File: src/rtl/sal_pkg.sv
package sal_pkg;

  typedef enum logic [3:0] {
    OP_ADD = 4'd0,
    OP_SUB = 4'd1,
    OP_AND = 4'd2,
    OP_OR  = 4'd3,
    OP_XOR = 4'd4,
    OP_NOT = 4'd5,
    OP_MUL = 4'd6,
    OP_DIV = 4'd7,
    OP_SHL = 4'd8,
    OP_SHR = 4'd9
  } sal_op_e;

  typedef enum logic [2:0] {
    FN_ADD,
    FN_SUB,
    FN_AND,
    FN_OR,
    FN_XOR,
    FN_NOT,
    FN_MSTEP,
    FN_DSTEP
  } sal_fn_e;

  typedef enum logic [2:0] {
    CMD_HOLD,
    CMD_WR_AC,
    CMD_SHL,
    CMD_SHR,
    CMD_CLR_AC,
    CMD_MSTEP,
    CMD_DSTEP
  } sal_cmd_e;

endpackage

File: src/rtl/sal_arith.sv
module sal_arith
  import sal_pkg::*;
#(
  parameter int W = 16
) (
  input  sal_fn_e        fn,
  input  logic [W-1:0]   ac,
  input  logic [W-1:0]   dr,
  input  logic           mq_lsb,
  input  logic           mq_msb,
  output logic [W-1:0]   ac_new,
  output logic           bit_new
);

  localparam int AW = W + 1;

  logic [AW-1:0] opa;
  logic [AW-1:0] opb;
  logic          sub;
  logic [AW-1:0] sum;

  // Operand selection for the single shared adder
  always_comb begin
    opa = {1'b0, ac};
    opb = {1'b0, dr};
    sub = 1'b0;
    case (fn)
      FN_SUB:   sub = 1'b1;
      FN_MSTEP: opb = mq_lsb ? {1'b0, dr} : '0;
      FN_DSTEP: begin
        opa = {ac, mq_msb};
        sub = 1'b1;
      end
      default: ;
    endcase
  end

  assign sum = opa + (sub ? ~opb : opb) + {{(AW-1){1'b0}}, sub};

  // Result selection
  always_comb begin
    ac_new  = sum[W-1:0];
    bit_new = 1'b0;
    case (fn)
      FN_AND: ac_new = ac & dr;
      FN_OR:  ac_new = ac | dr;
      FN_XOR: ac_new = ac ^ dr;
      FN_NOT: ac_new = ~ac;
      FN_MSTEP: begin
        ac_new  = sum[W:1];
        bit_new = sum[0];
      end
      FN_DSTEP: begin
        ac_new  = sum[W] ? opa[W-1:0] : sum[W-1:0];
        bit_new = ~sum[W];
      end
      default: ;
    endcase
  end

endmodule

File: src/rtl/sal_ctrl.sv
module sal_ctrl
  import sal_pkg::*;
#(
  parameter int W = 16
) (
  input  logic       clk,
  input  logic       rst_n,
  input  logic       start,
  input  logic [3:0] opcode,
  input  logic       dr_zero,
  output logic       busy,
  output logic       done,
  output logic       div_err,
  output logic       load_ok,
  output sal_cmd_e   cmd,
  output sal_fn_e    fn
);

  localparam int CW = $clog2(W + 1);
  localparam logic [CW-1:0] CNT_INIT = CW'(W);
  localparam logic [CW-1:0] CNT_ONE  = CW'(1);

  logic          busy_q, busy_d;
  logic          done_q, done_d;
  logic          err_q,  err_d;
  logic          div_q,  div_d;
  logic [CW-1:0] cnt_q,  cnt_d;
  sal_op_e       op;

  assign op = sal_op_e'(opcode);

  // Next-state logic
  always_comb begin
    busy_d = busy_q;
    done_d = 1'b0;
    err_d  = err_q;
    div_d  = div_q;
    cnt_d  = cnt_q;
    cmd    = CMD_HOLD;
    fn     = FN_ADD;
    if (busy_q) begin
      cmd   = div_q ? CMD_DSTEP : CMD_MSTEP;
      fn    = div_q ? FN_DSTEP : FN_MSTEP;
      cnt_d = cnt_q - CNT_ONE;
      if (cnt_q == CNT_ONE) begin
        busy_d = 1'b0;
        done_d = 1'b1;
      end
    end else if (start) begin
      err_d  = 1'b0;
      done_d = 1'b1;
      case (op)
        OP_ADD: begin cmd = CMD_WR_AC; fn = FN_ADD; end
        OP_SUB: begin cmd = CMD_WR_AC; fn = FN_SUB; end
        OP_AND: begin cmd = CMD_WR_AC; fn = FN_AND; end
        OP_OR:  begin cmd = CMD_WR_AC; fn = FN_OR;  end
        OP_XOR: begin cmd = CMD_WR_AC; fn = FN_XOR; end
        OP_NOT: begin cmd = CMD_WR_AC; fn = FN_NOT; end
        OP_SHL: cmd = CMD_SHL;
        OP_SHR: cmd = CMD_SHR;
        OP_MUL: begin
          cmd    = CMD_CLR_AC;
          busy_d = 1'b1;
          done_d = 1'b0;
          div_d  = 1'b0;
          cnt_d  = CNT_INIT;
        end
        OP_DIV: begin
          if (dr_zero) begin
            err_d = 1'b1;
          end else begin
            cmd    = CMD_CLR_AC;
            busy_d = 1'b1;
            done_d = 1'b0;
            div_d  = 1'b1;
            cnt_d  = CNT_INIT;
          end
        end
        default: ;
      endcase
    end
  end

  // State registers
  always_ff @(posedge clk or negedge rst_n) begin
    if (!rst_n) begin
      busy_q <= 1'b0;
      done_q <= 1'b0;
      err_q  <= 1'b0;
      div_q  <= 1'b0;
      cnt_q  <= '0;
    end else begin
      busy_q <= busy_d;
      done_q <= done_d;
      err_q  <= err_d;
      div_q  <= div_d;
      cnt_q  <= cnt_d;
    end
  end

  assign busy    = busy_q;
  assign done    = done_q;
  assign div_err = err_q;
  assign load_ok = !busy_q && !start;


  busy_done_excl_chk: assert property (@(posedge clk) disable iff (!rst_n)
    !(busy_q && done_q));


  cnt_live_chk: assert property (@(posedge clk) disable iff (!rst_n)
    busy_q |-> (cnt_q != '0));


  finish_chk: assert property (@(posedge clk) disable iff (!rst_n)
    (busy_q && cnt_q == CNT_ONE) |=> (done_q && !busy_q));


  run_holds_chk: assert property (@(posedge clk) disable iff (!rst_n)
    (busy_q && cnt_q != CNT_ONE) |=> (busy_q && !done_q));


  div_zero_chk: assert property (@(posedge clk) disable iff (!rst_n)
    (start && !busy_q && op == OP_DIV && dr_zero) |=> (err_q && done_q && !busy_q));

endmodule

File: src/rtl/sal_regs.sv
module sal_regs
  import sal_pkg::*;
#(
  parameter int W = 16
) (
  input  logic         clk,
  input  logic         rst_n,
  input  sal_cmd_e     cmd,
  input  logic         ld_ac,
  input  logic         ld_mq,
  input  logic         ld_dr,
  input  logic [W-1:0] ld_data,
  input  logic [W-1:0] ac_new,
  input  logic         bit_new,
  output logic [W-1:0] ac_q,
  output logic [W-1:0] mq_q,
  output logic [W-1:0] dr_q
);

  logic [W-1:0] ac_d, mq_d, dr_d;
  logic         ac_en, mq_en, dr_en;

  // Next values and clock enables
  always_comb begin
    ac_d  = ac_q;
    mq_d  = mq_q;
    dr_d  = ld_data;
    ac_en = ld_ac;
    mq_en = ld_mq;
    dr_en = ld_dr;
    if (ld_ac) ac_d = ld_data;
    if (ld_mq) mq_d = ld_data;
    case (cmd)
      CMD_WR_AC: begin
        ac_d  = ac_new;
        ac_en = 1'b1;
      end
      CMD_SHL: begin
        {ac_d, mq_d} = {ac_q, mq_q} << 1;
        ac_en = 1'b1;
        mq_en = 1'b1;
      end
      CMD_SHR: begin
        {ac_d, mq_d} = {ac_q, mq_q} >> 1;
        ac_en = 1'b1;
        mq_en = 1'b1;
      end
      CMD_CLR_AC: begin
        ac_d  = '0;
        ac_en = 1'b1;
      end
      CMD_MSTEP: begin
        ac_d  = ac_new;
        mq_d  = {bit_new, mq_q[W-1:1]};
        ac_en = 1'b1;
        mq_en = 1'b1;
      end
      CMD_DSTEP: begin
        ac_d  = ac_new;
        mq_d  = {mq_q[W-2:0], bit_new};
        ac_en = 1'b1;
        mq_en = 1'b1;
      end
      default: ;
    endcase
  end

  always_ff @(posedge clk or negedge rst_n) begin
    if (!rst_n) begin
      ac_q <= '0;
      mq_q <= '0;
      dr_q <= '0;
    end else begin
      if (ac_en) ac_q <= ac_d;
      if (mq_en) mq_q <= mq_d;
      if (dr_en) dr_q <= dr_d;
    end
  end


  div_rem_chk: assert property (@(posedge clk) disable iff (!rst_n)
    (cmd == CMD_DSTEP) |=> (ac_q < dr_q));


  dr_hold_chk: assert property (@(posedge clk) disable iff (!rst_n)
    (cmd == CMD_MSTEP || cmd == CMD_DSTEP) |=> $stable(dr_q));


  shl_fill_chk: assert property (@(posedge clk) disable iff (!rst_n)
    (cmd == CMD_SHL) |=> (mq_q[0] == 1'b0));


  shr_fill_chk: assert property (@(posedge clk) disable iff (!rst_n)
    (cmd == CMD_SHR) |=> (ac_q[W-1] == 1'b0));


  clr_ac_chk: assert property (@(posedge clk) disable iff (!rst_n)
    (cmd == CMD_CLR_AC) |=> (ac_q == '0));

endmodule

File: src/rtl/seq_acc_alu.sv
module seq_acc_alu
  import sal_pkg::*;
#(
  parameter int W = 16
) (
  input  logic         clk,
  input  logic         rst_n,
  input  logic [W-1:0] ld_data,
  input  logic         ld_ac,
  input  logic         ld_mq,
  input  logic         ld_dr,
  input  logic         start,
  input  logic [3:0]   opcode,
  output logic         busy,
  output logic         done,
  output logic         div_err,
  output logic [W-1:0] ac_out,
  output logic [W-1:0] mq_out
);

  logic         rst_s1, rst_sync_n;
  logic         load_ok;
  sal_cmd_e     cmd;
  sal_fn_e      fn;
  logic [W-1:0] ac_q, mq_q, dr_q;
  logic [W-1:0] ac_new;
  logic         bit_new;

  // Asynchronous assert, synchronous release
  always_ff @(posedge clk or negedge rst_n) begin
    if (!rst_n) begin
      rst_s1     <= 1'b0;
      rst_sync_n <= 1'b0;
    end else begin
      rst_s1     <= 1'b1;
      rst_sync_n <= rst_s1;
    end
  end

  sal_ctrl #(.W(W)) u_ctrl (
    .clk     (clk),
    .rst_n   (rst_sync_n),
    .start   (start),
    .opcode  (opcode),
    .dr_zero (dr_q == '0),
    .busy    (busy),
    .done    (done),
    .div_err (div_err),
    .load_ok (load_ok),
    .cmd     (cmd),
    .fn      (fn)
  );

  sal_arith #(.W(W)) u_arith (
    .fn      (fn),
    .ac      (ac_q),
    .dr      (dr_q),
    .mq_lsb  (mq_q[0]),
    .mq_msb  (mq_q[W-1]),
    .ac_new  (ac_new),
    .bit_new (bit_new)
  );

  sal_regs #(.W(W)) u_regs (
    .clk     (clk),
    .rst_n   (rst_sync_n),
    .cmd     (cmd),
    .ld_ac   (ld_ac && load_ok),
    .ld_mq   (ld_mq && load_ok),
    .ld_dr   (ld_dr && load_ok),
    .ld_data (ld_data),
    .ac_new  (ac_new),
    .bit_new (bit_new),
    .ac_q    (ac_q),
    .mq_q    (mq_q),
    .dr_q    (dr_q)
  );

  assign ac_out = ac_q;
  assign mq_out = mq_q;

endmodule

File: config.mk
export PLATFORM = sky130hd
export DESIGN_NAME = seq_acc_alu
export DESIGN_NICKNAME = d
export VERILOG_FILES = /design/src/rtl/sal_pkg.sv /design/src/rtl/sal_arith.sv /design/src/rtl/sal_ctrl.sv /design/src/rtl/sal_regs.sv /design/src/rtl/seq_acc_alu.sv
export SDC_FILE = /design/constraint.sdc
export NUM_CORES = 1
export LEC_CHECK = 0
export ABC_AREA = 1
export BUFFER_PORTS_ARGS = -buffer_cell sky130_fd_sc_hd__clkbuf_2
export CELL_PAD_IN_SITES_DETAIL_PLACEMENT = 0
export CELL_PAD_IN_SITES_GLOBAL_PLACEMENT = 2
export CORE_UTILIZATION = 34
export CTS_BUF_LIST = sky130_fd_sc_hd__clkbuf_4 sky130_fd_sc_hd__clkbuf_8
export CTS_CLUSTER_DIAMETER = 100
export DETAILED_ROUTE_END_ITERATION = 16
export MAX_ROUTING_LAYER = met4
export PLACE_DENSITY_LB_ADDON = 0.1
export SYNTH_ARGS = -nofsm -noshare
export SYNTH_HDL_FRONTEND = slang
export SYNTH_SLANG_ARGS = --single-unit
File: constraint.sdc
create_clock -name clk -period 2.4 [get_ports clk]
set_input_delay 0.36 -clock clk [delete_from_list [all_inputs] [get_ports clk]]
set_output_delay 0.36 -clock clk [all_outputs]
set_load 0.05 [all_outputs]
==> results.tsv <==
metric	value	unit
Peak VDD IR	0.000820	V
CTS tree	done	
Ys Warns	0	
Slew Limit Fails	0	
Yosys top cell by area	dfrtp_1	
row count	48	
clk_skew	0.0117	ns
wire length of the first global-routing pass	37.9	mm
async set-reset flop share out of synthesis	100	%
maximum clock rate	310	MHz
Hold Crit Endpoint	u_regs.dr_q[12]	
latest clock arrival within the worst-skew pair	0.36	ns
worst r2r dst	u_regs.ac_q[14]	
Reg2Reg Depth	28	
Die X	135	um
violated checks	setup timing	
largest net degree at the start of global routing	33	
crit share post-route	135	%
hold path depth	3	
Buf/Inv on CP	5	
slack of the critical path	-0.829	ns
Yosys top cell area share	24.7	%
area of the core	17200	um^2
status	finished with violations	
Slowest cell on crit path	dfrtp_2	
Top Ports	61	
Congestion Overflow GR	0	
share of cells above drive strength 1	34.6	%
Detailed Place HPWL	19.2	mm
crit path kind	reg2reg	
Post-Syn Area	5980	um^2
post-synth cell types	52	
slowest stage delay, CP	0.46	ns
most frequent CP cell	nand2_1	
CP Max Fanout	7	
Reg clk slew, reported paths	0.08	ns
port bufs	60	
top cells by area, synth	dfrtp_1, nand2_1, ha_1	
Final Hold Viols	0	
final wirelength	24.2	mm
Root Driver	clkbuf_8	
Filler cells	1710	
DRC Markers	0	
WL/cell	17.2	um
clk sink count	59	
Leak	4.76	nW
Synthesized Nets	991	
vias per std cell	5.08	
CTS Buf Count	9	
#FFs+latches synth	59	
Crit path arrival time	3.53	ns
final net count	1254	
Critical Path Start Type	register	
H-tree depth	3	
first drt pass iteration count	5	
worst hold start	ld_data[12]	
Worst Tran Pin Value	0.765	ns
initial cell density of the core	34.7	%
Top FF cell, synth	dfrtp_1	
Avg Inst Size Synth	6.53	um^2
vias in the first global route	7037	
CP endpoint kind	register	
HP Class	in2reg	
post-route cell area	8900	um^2
Worst R2R Setup Slack	-0.83	ns
final worst path period need	3.23	ns
total power	0.0154	W
final RePlAce weighted congestion	0.920	
R2R Path Start	u_ctrl.busy	
setup violators final	17	
unrepaired setup endpoints after global routing	true	
placed cell area	8030	um^2
initial antenna violation count	0	
Die ar.	18100	um^2
Pwr Density	1730	nW/um^2
cells after synthesis	915	
most common cell in the netlist	nand2_1	
P&R area growth vs syn	48.9	%
Antenna Violating Nets Remaining	0	
vias	7157	
leading cell types by count after synthesis	nand2_1, inv_1, o21ai_0	
register area share after synthesis	24.7	%
clock buffer depth	2	
diode count	0	
CP Launch Point	u_ctrl.busy	
GRT Util Overall	28.1	%
max_cap viols	0	
die height	135	um
Worst slew margin	49.0	%
DR iter-0 viols	472	
EDFF count, synth	0	
Top Family by Delay on Critical Path	simple AND/OR/NAND/NOR gates	
critical path required time	2.70	ns
-- how the worst max path moves through the flow --
stage / endpoint / cells after the start
4_1_cts: u_regs.ac_q[14] / 26
6_report: u_regs.ac_q[14] / 28
2_1_floorplan: u_regs.ac_q[10] / 28
3_5_place_dp: u_regs.ac_q[14] / 29
5_1_grt: u_regs.ac_q[0] / 27
3_3_place_gp: u_regs.ac_q[13] / 28
-- flip-flops by register name, indices dropped and copies added (netlist names) --
register,cells
u_regs.mq_q,16
u_ctrl.div_err,1
u_ctrl.cnt_q,5
u_regs.ac_q,16
rst_s1,1
u_ctrl.div_q,1
rst_sync_n,1
u_ctrl.done,1
u_regs.dr_q,16
u_ctrl.busy,1
-- kinds of logic after synthesis --
family          after synthesis  share of synthesized area (%)
buf+inv                     175                           11.8
fa+ha+maj                    50                           10.6
simple gates                389                           27.8
xor+xnor                     26                           3.81
flops                        59                           24.7
compound gates              215                           21.2
other cells                   1                         0.0627
-- stage by stage --
stage	hold WS (ns)	worst slack (ns)	std cells	TNS (ns)	utilization, %
after floorplan	0.0644	-1.08	915	-16.85	-
after global placement	0.145	-1.05	1367	-16.63	46.6
after global routing	0.306	-1.06	1408	-16.94	51.7
after CTS	0.278	-0.869	1401	-13.93	49.8
final	0.282	-0.829	1408	-13.18	51.7
after detailed placement	0.149	-1.13	1367	-17.69	46.6
-- layout by cell type (no fill, tap or decap), types with 4 or more instances in the layout --
| master | netlist | layout |
|---|---|---|
| nand4_1 | 5 | 5 |
| dfrtp_1 | 59 | 57 |
| buf_12 | 0 | 6 |
| xnor2_2 | 0 | 9 |
| o22ai_1 | 30 | 30 |
| clkbuf_8 | 0 | 10 |
| nand2_1 | 243 | 230 |
| a21oi_1 | 53 | 41 |
| xor2_1 | 7 | 6 |
| o21ai_0 | 60 | 50 |
| nor2_2 | 3 | 4 |
| inv_2 | 9 | 11 |
| o21ai_1 | 20 | 23 |
| ha_1 | 49 | 46 |
| buf_4 | 2 | 209 |
| inv_1 | 127 | 121 |
| buf_6 | 3 | 8 |
| a21o_1 | 4 | 4 |
| clkbuf_2 | 0 | 60 |
| nand3_1 | 58 | 51 |
| nand2_2 | 6 | 16 |
| o21ai_2 | 1 | 8 |
| o221ai_1 | 12 | 12 |
| a211oi_1 | 13 | 13 |
| nor2_1 | 55 | 52 |
| xnor2_1 | 19 | 10 |
| nand3_2 | 2 | 9 |
| nand2_4 | 4 | 4 |
| a21oi_2 | 1 | 10 |
| nand2_8 | 0 | 4 |
| clkinvlp_4 | 0 | 4 |
| nor2_4 | 2 | 4 |
-- what timing repair did --
action,4_1_cts,5_1_grt
setup buffers,16,6
cloned,1,1
resized for setup,39,65
pin swaps,17,25
endpoints found under the setup margin,17,19
hold endpoints to repair,2,0
hold buffers,1,0
-- final cells by class --
class | count | area [um^2] | share of cell area, %
multi-input combinational | 682 | 4220 | 47.4
inverter | 138 | 542 | 6.08
timing repair inverter | 1 | 7.51 | 0.0843
sequential | 59 | 1480 | 16.6
clock inverter | 5 | 100 | 1.12
tap | 225 | 282 | 3.16
clock buffer | 11 | 145 | 1.63
timing repair buffer | 287 | 2120 | 23.9
-- worst reg2reg max path, delay by kind of cell (launching register included) --
family	cells	cell delay [ns]
buf+inv	5	0.43
simple gates	18	1.52
flops	1	0.46
xor+xnor	1	0.05
fa+ha+maj	1	0.31
compound gates	3	0.40
-- per-layer routing --
metal	GRT usage (%)	vias up	wire, um
li1	-	3542	-
met1	37.8	3380	11400
met4	6.55	0	306
met2	45.3	213	11400
met3	3.23	22	1150
met5	-	-	0
-- report_power, final --
group / total, W / switching, W / internal [W]
clock: 0.00118 / 0.000450 / 0.000727
sequential: 0.00184 / 0.000381 / 0.00145
combinational: 0.0124 / 0.00722 / 0.00519
total: 0.0154 / 0.00805 / 0.00737
Power figures use the tool's default switching activity.
